[config.mk]
export PLATFORM = sky130hd
export DESIGN_NAME = bytelink_codec
export DESIGN_NICKNAME = d
export VERILOG_FILES = /design/src/rtl/bytelink_pkg.sv /design/src/rtl/bl_tx_escaper.sv /design/src/rtl/bl_tx_packer.sv /design/src/rtl/bl_rx_unpacker.sv /design/src/rtl/bytelink_codec.sv
export SDC_FILE = /design/constraint.sdc
export NUM_CORES = 1
export LEC_CHECK = 0
export BUFFER_PORTS_ARGS = -buffer_cell sky130_fd_sc_hd__buf_2
export CELL_PAD_IN_SITES_DETAIL_PLACEMENT = 1
export CELL_PAD_IN_SITES_GLOBAL_PLACEMENT = 1
export CORE_MARGIN = 10
export CORE_UTILIZATION = 36
export DETAILED_ROUTE_END_ITERATION = 8
export PLACE_DENSITY_LB_ADDON = 0.1
export SYNTH_ARGS = -nofsm -noshare
export SYNTH_HDL_FRONTEND = slang
export SYNTH_SLANG_ARGS = --single-unit
[constraint.sdc]
create_clock -name clk -period 2 [get_ports clk]
set_clock_uncertainty 0.15 [all_clocks]
set_input_delay 0.3 -clock clk [delete_from_list [all_inputs] [get_ports clk]]
set_output_delay 0.3 -clock clk [all_outputs]
set_load 0.03 [all_outputs]
[src/rtl/bytelink_pkg.sv]
package bytelink_pkg;
    localparam logic [7:0] IDLE_CODE = 8'h4A;
    localparam logic [7:0] ESC_CODE  = 8'h4D;
    localparam logic [7:0] FLIP_MASK = 8'h20;

    function automatic logic is_reserved(input logic [7:0] b);
        return (b == IDLE_CODE) || (b == ESC_CODE);
    endfunction
endpackage

[src/rtl/bl_tx_escaper.sv]
module bl_tx_escaper
    import bytelink_pkg::*;
(
    input  logic       clk,
    input  logic       rst_n,
    input  logic [7:0] in_byte,
    input  logic       in_valid,
    output logic       in_ready,
    output logic [7:0] out_byte,
    output logic       out_valid,
    input  logic       out_ready
);
    typedef struct packed {
        logic       pend;
        logic [7:0] held;
    } esc_state_t;

    esc_state_t s_q, s_d;

    always_comb begin
        s_d       = s_q;
        out_valid = s_q.pend | in_valid;
        out_byte  = s_q.pend ? s_q.held : (is_reserved(in_byte) ? ESC_CODE : in_byte);
        in_ready  = !s_q.pend && out_ready;
        if (out_valid && out_ready) begin
            if (s_q.pend) begin
                s_d.pend = 1'b0;
            end else if (is_reserved(in_byte)) begin
                s_d.pend = 1'b1;
                s_d.held = in_byte ^ FLIP_MASK;
            end
        end
    end

    always_ff @(posedge clk) begin
        if (!rst_n) s_q <= '0;
        else        s_q <= s_d;
    end

    // an escape code taken from a reserved input is followed by the flipped byte
    a_r3_pair_follows: assert property (@(posedge clk) disable iff (!rst_n)
        (out_valid && out_ready && !s_q.pend && is_reserved(in_byte))
        |=> (out_valid && (out_byte == 8'h6A || out_byte == 8'h6D)));
endmodule

[src/rtl/bl_tx_packer.sv]
module bl_tx_packer
    import bytelink_pkg::*;
#(
    parameter int NB = 4
) (
    input  logic            clk,
    input  logic            rst_n,
    input  logic [7:0]      in_byte,
    input  logic            in_valid,
    output logic            in_ready,
    input  logic            flush,
    output logic [NB*8-1:0] w_data,
    output logic            w_valid,
    input  logic            w_ready
);
    localparam int CW = $clog2(NB + 1);
    localparam logic [CW-1:0] FULL = CW'(NB);

    typedef struct packed {
        logic [NB*8-1:0] lanes;
        logic [CW-1:0]   cnt;
    } pk_state_t;

    pk_state_t s_q, s_d;
    logic fire;

    always_comb begin
        s_d      = s_q;
        w_valid  = (s_q.cnt == FULL) || flush;
        fire     = w_valid && w_ready;
        in_ready = (s_q.cnt < FULL) && !fire;
        for (int i = 0; i < NB; i++) begin
            w_data[(NB-1-i)*8 +: 8] = (i < int'(s_q.cnt)) ? s_q.lanes[(NB-1-i)*8 +: 8] : IDLE_CODE;
        end
        if (fire) begin
            s_d.cnt = '0;
        end else if (in_valid && in_ready) begin
            for (int i = 0; i < NB; i++) begin
                if (i == int'(s_q.cnt)) s_d.lanes[(NB-1-i)*8 +: 8] = in_byte;
            end
            s_d.cnt = s_q.cnt + 1'b1;
        end
    end

    always_ff @(posedge clk) begin
        if (!rst_n) s_q <= '0;
        else        s_q <= s_d;
    end

    a_r4_no_overflow: assert property (@(posedge clk) disable iff (!rst_n)
        s_q.cnt <= FULL);

    a_r11_word_hold: assert property (@(posedge clk) disable iff (!rst_n)
        (w_valid && !w_ready && s_q.cnt == FULL) |=> (w_valid && $stable(w_data)));
endmodule

[src/rtl/bl_rx_unpacker.sv]
module bl_rx_unpacker
    import bytelink_pkg::*;
#(
    parameter int NB = 4
) (
    input  logic            clk,
    input  logic            rst_n,
    input  logic [NB*8-1:0] w_data,
    input  logic            w_last,
    input  logic            w_valid,
    output logic            w_ready,
    output logic [7:0]      o_byte,
    output logic            o_valid,
    input  logic            o_ready,
    output logic            done,
    output logic            empty
);
    localparam int IW = (NB > 1) ? $clog2(NB) : 1;
    localparam logic [IW-1:0] LAST_LANE = IW'(NB - 1);

    typedef struct packed {
        logic [NB*8-1:0] word;
        logic [IW-1:0]   idx;
        logic            have;
        logic            last;
        logic            esc;
        logic            seen;
        logic            done;
        logic            empty;
    } un_state_t;

    un_state_t s_q, s_d;
    logic [7:0] cur;
    logic       adv;

    always_comb begin
        s_d       = s_q;
        s_d.done  = 1'b0;
        s_d.empty = 1'b0;
        cur       = s_q.word[(NB-1-int'(s_q.idx))*8 +: 8];
        o_valid   = s_q.have && (s_q.esc || !is_reserved(cur));
        o_byte    = s_q.esc ? (cur ^ FLIP_MASK) : cur;
        adv       = s_q.have && (!o_valid || o_ready);
        w_ready   = !s_q.have;
        if (w_valid && w_ready) begin
            s_d.word = w_data;
            s_d.last = w_last;
            s_d.have = 1'b1;
            s_d.idx  = '0;
        end
        if (adv) begin
            s_d.esc  = !s_q.esc && (cur == ESC_CODE);
            s_d.seen = s_q.seen || o_valid;
            if (s_q.idx == LAST_LANE) begin
                s_d.have = 1'b0;
                if (s_q.last) begin
                    s_d.done  = 1'b1;
                    s_d.empty = !(s_q.seen || o_valid);
                    s_d.seen  = 1'b0;
                end
            end else begin
                s_d.idx = s_q.idx + 1'b1;
            end
        end
    end

    always_ff @(posedge clk) begin
        if (!rst_n) s_q <= '0;
        else        s_q <= s_d;
    end

    assign done  = s_q.done;
    assign empty = s_q.empty;

    // an idle value may only leave the block as the product of an escape
    a_r7_idle_only_escaped: assert property (@(posedge clk) disable iff (!rst_n)
        (o_valid && o_byte == IDLE_CODE) |-> s_q.esc);

    a_r10_empty_with_done: assert property (@(posedge clk) disable iff (!rst_n)
        empty |-> done);

    a_r11_byte_hold: assert property (@(posedge clk) disable iff (!rst_n)
        (o_valid && !o_ready) |=> (o_valid && $stable(o_byte)));
endmodule

[src/rtl/bytelink_codec.sv]
module bytelink_codec #(
    parameter int NB = 4
) (
    input  logic            clk,
    input  logic            rst_n,
    input  logic [7:0]      tx_byte,
    input  logic            tx_valid,
    output logic            tx_ready,
    input  logic            tx_flush,
    output logic [NB*8-1:0] txw_data,
    output logic            txw_valid,
    input  logic            txw_ready,
    input  logic [NB*8-1:0] rxw_data,
    input  logic            rxw_last,
    input  logic            rxw_valid,
    output logic            rxw_ready,
    output logic [7:0]      rx_byte,
    output logic            rx_valid,
    input  logic            rx_ready,
    output logic            rx_done,
    output logic            rx_empty
);
    logic [7:0] esc_byte;
    logic       esc_valid;
    logic       esc_ready;

    bl_tx_escaper u_esc (
        .clk(clk), .rst_n(rst_n),
        .in_byte(tx_byte), .in_valid(tx_valid), .in_ready(tx_ready),
        .out_byte(esc_byte), .out_valid(esc_valid), .out_ready(esc_ready)
    );

    bl_tx_packer #(.NB(NB)) u_pack (
        .clk(clk), .rst_n(rst_n),
        .in_byte(esc_byte), .in_valid(esc_valid), .in_ready(esc_ready),
        .flush(tx_flush),
        .w_data(txw_data), .w_valid(txw_valid), .w_ready(txw_ready)
    );

    bl_rx_unpacker #(.NB(NB)) u_unpack (
        .clk(clk), .rst_n(rst_n),
        .w_data(rxw_data), .w_last(rxw_last), .w_valid(rxw_valid), .w_ready(rxw_ready),
        .o_byte(rx_byte), .o_valid(rx_valid), .o_ready(rx_ready),
        .done(rx_done), .empty(rx_empty)
    );
endmodule

==> results_dict.tcl <==
set metrics [dict create \
    r2r_start "u_unpack.s_q[7]$_SDFF_PN0_" \
    finalCritPeriodShare_pct 131 \
    postCtsHoldBufs 0 \
    avgSynthCellArea_um2 9.21 \
    area_growth_pct 30.6 \
    rows 37 \
    yosysTopAreaCell "dfxtp_1" \
    root_buffer "clkbuf_8" \
    synthXorXnorAreaFrac_pct 0.452 \
    synthesis.area_mm2 0.00388 \
    pin_count 94 \
    synth-adder-area-share_pct 1.94 \
    synth-compound-area-share_pct 15.8 \
    clock_path_buffers 2 \
    critPathKind "register to output pin" \
    cap_violations 0 \
    worst_hold_slack_ns 0.0382 \
    ant_nets 0 \
    status "finished, violations left" \
    globalRouteOverflowTotal 0 \
    start_util_pct 37.2 \
    die_area_mm2 0.0153 \
    worstMarginPinSlew_ns 0.553 \
    muxShareOfSynthArea_pct 11.4 \
    cts_tree "built" \
    drive_above_1_share_pct 34.1 \
    num_antenna_cells 0 \
    grt.total_usage_pct 14.6 \
    yosysSeqAreaShare_pct 43.4 \
    post_dp_cell_area_mm2 0.00469 \
    fin_nets 588 \
    final_hold_viol_count 0 \
    firstDrtPassIters 4 \
    synth_top_family_by_area "simple AND/OR/NAND/NOR gates" \
    synthArstFlopShare_pct 0 \
    hp-class "input pin to register" \
    die_x_um 124 \
    vias 3283 \
    crit_required_ns 1.55 \
    antenna_found_initial 0 \
    insertion_delay_ns 0.35 \
    path_cells "buf_12 -> mux4_2 -> and4bb_2 -> o211ai_1 -> and2_4 -> buf_6" \
    cts_max_level 3 \
    grt_max_degree 36 \
    gp_congestion 0.794 \
    cts_buffers 9 \
    cp-end-kind "output pin" \
    fin_area_mm2 0.00506 \
    routed_wl_um 11400 \
    finalSetupViolCount 13 \
    grt_pass1_wl_um 17600 \
    synth-edff-count 0 \
    power_w 0.00348 \
    critPathMaxFanout 7 \
    yosys.area_share.simple_pct 22.4 \
    yosysTopAreaCellShare_pct 43.4 \
    io_buffers 93 \
    critical_path.slowest_cell "mux4_2" \
    ys_warn_count 0 \
    viasPerCell 4.88 \
    max_freq_ghz 0.380 \
    critPathLaunchType "register" \
    critPathLaunch "u_unpack.s_q[7]$_SDFF_PN0_" \
    hold_start "rxw_data[21]" \
    drc_errors 0 \
    power.density_mw_per_mm2 688 \
    tns_ns -2.57 \
    drt_iter0_drc 120 \
    fin_ws_ns -0.629 \
    clk_pin_slew_worst_paths_ns 0.08 \
    final.min_clock_period_ns 2.63 \
    cts_sinks 84 \
    p_leak_nw 2.29 \
    maxSlewHeadroom_pct 62.0 \
    syn_inst 421 \
    yosysUniqueCellTypes 45 \
    yosysMostFrequentCell "nand2_1" \
    hpwl_um 8570 \
    synth_top_cells_by_count "nand2_1 (94), dfxtp_1 (84), a21boi_0 (38), nor2b_1 (25), mux2i_1 (24)" \
    ir_worst_vdd_uv 277 \
    grt_pass1_vias 3492 \
    crit_arrival_ns 2.18 \
    synth_area_leaders "dfxtp_1 (43%), nand2_1 (9.1%), a21boi_0 (7.4%)" \
    cpPeakStageDelay_ns 0.50 \
    slew_viol_final 0 \
    coreArea_mm2 0.0104 \
    fill_cells 1266 \
    wl_per_cell_um 16.9 \
    die_y_um 124 \
    synth_flop_cell "dfxtp_1" \
    ys_ff_latch 84 \
    failed_checks "setup timing" \
    syn_nets 475 \
    final_util_pct 48.6 \
    rsz0062_at_grt "true" \
]
-- logic make-up after synthesis --
group,Yosys count
compound gates,75
xor+xnor,2
fa+ha+maj,6
buf+inv,43
flops,84
mux,33
simple gates,178
-- routing by layer --
metal	GRT usage [%]	routed length, um
met1	18.5	5230
met2	24.4	5540
met3	2.94	458
met4	4.80	144
met5	0	0
-- state kept, by name, indices dropped and copies added, names as in the netlist --
signal,count
u_unpack.done,1
u_unpack.s_q,38
u_pack.s_q,35
u_esc.s_q,9
u_unpack.empty,1
-- worst max-delay path, delay by kind of cell (launching register included) --
kind                   cells  cell delay (ns)
muxes                      1             0.50
and+or+nand+nor            2             0.56
buffers and inverters      2             0.25
DFF                        1             0.37
AOI/OAI and AO/OA          1             0.14
-- worst paths after layout --
kind / to / slack, ns / cells after the start
worst max-delay path: rx_valid / -0.63 / 6
worst min register to register: u_esc.s_q[6]$_SDFFE_PN0P_ / 0.31 / 2
worst max register to register: u_unpack.s_q[7]$_SDFF_PN0_ / -0.33 / 8
worst min-delay path: u_unpack.s_q[29]$_SDFFE_PN0P_ / 0.04 / 3
-- report_power, final --
part	leakage [nW]	switching, W	internal [W]
Clock	0.0870	0.000607	0.000559
Combinational	1.51	0.000291	0.000242
Sequential	0.687	0.0000478	0.00174
-- layout make-up --
class,count,area [um^2],area share (%)
flip-flops and latches,84,1690,33.5
clock buffers,9,124,2.45
clock inverters,5,55.1,1.09
multi-input cells,294,2070,40.8
inverters,14,52.6,1.04
well taps,136,170,3.36
repair buffers,131,900,17.8
-- through the flow --
step | cells | setup slack (ns)
floorplan | 421 | -0.273
finish | 673 | -0.629
detailed placement | 651 | -0.271
CTS | 666 | -0.626
global route | 673 | -0.753
global placement | 651 | -0.227
-- repair_timing --
item,4_1_cts,5_1_grt
resized for setup,27,15
buffers inserted,2,10
endpoints found under the hold margin,0,0
setup endpoints to repair,31,18
pin swaps,3,2
cloned,0,0
-- layout by cell type (no fill, tap or decap), drive strengths merged, types with 12 or more instances in the layout --
master | Yosys | layout
buf | 8 | 130
dfxtp | 84 | 84
a21boi | 38 | 38
o211a | 20 | 20
mux2i | 24 | 24
inv | 14 | 14
nor2b | 25 | 25
nor2 | 12 | 12
and2 | 13 | 13
nand2 | 94 | 94
No activity file was read; power rests on OpenSTA's default activity.
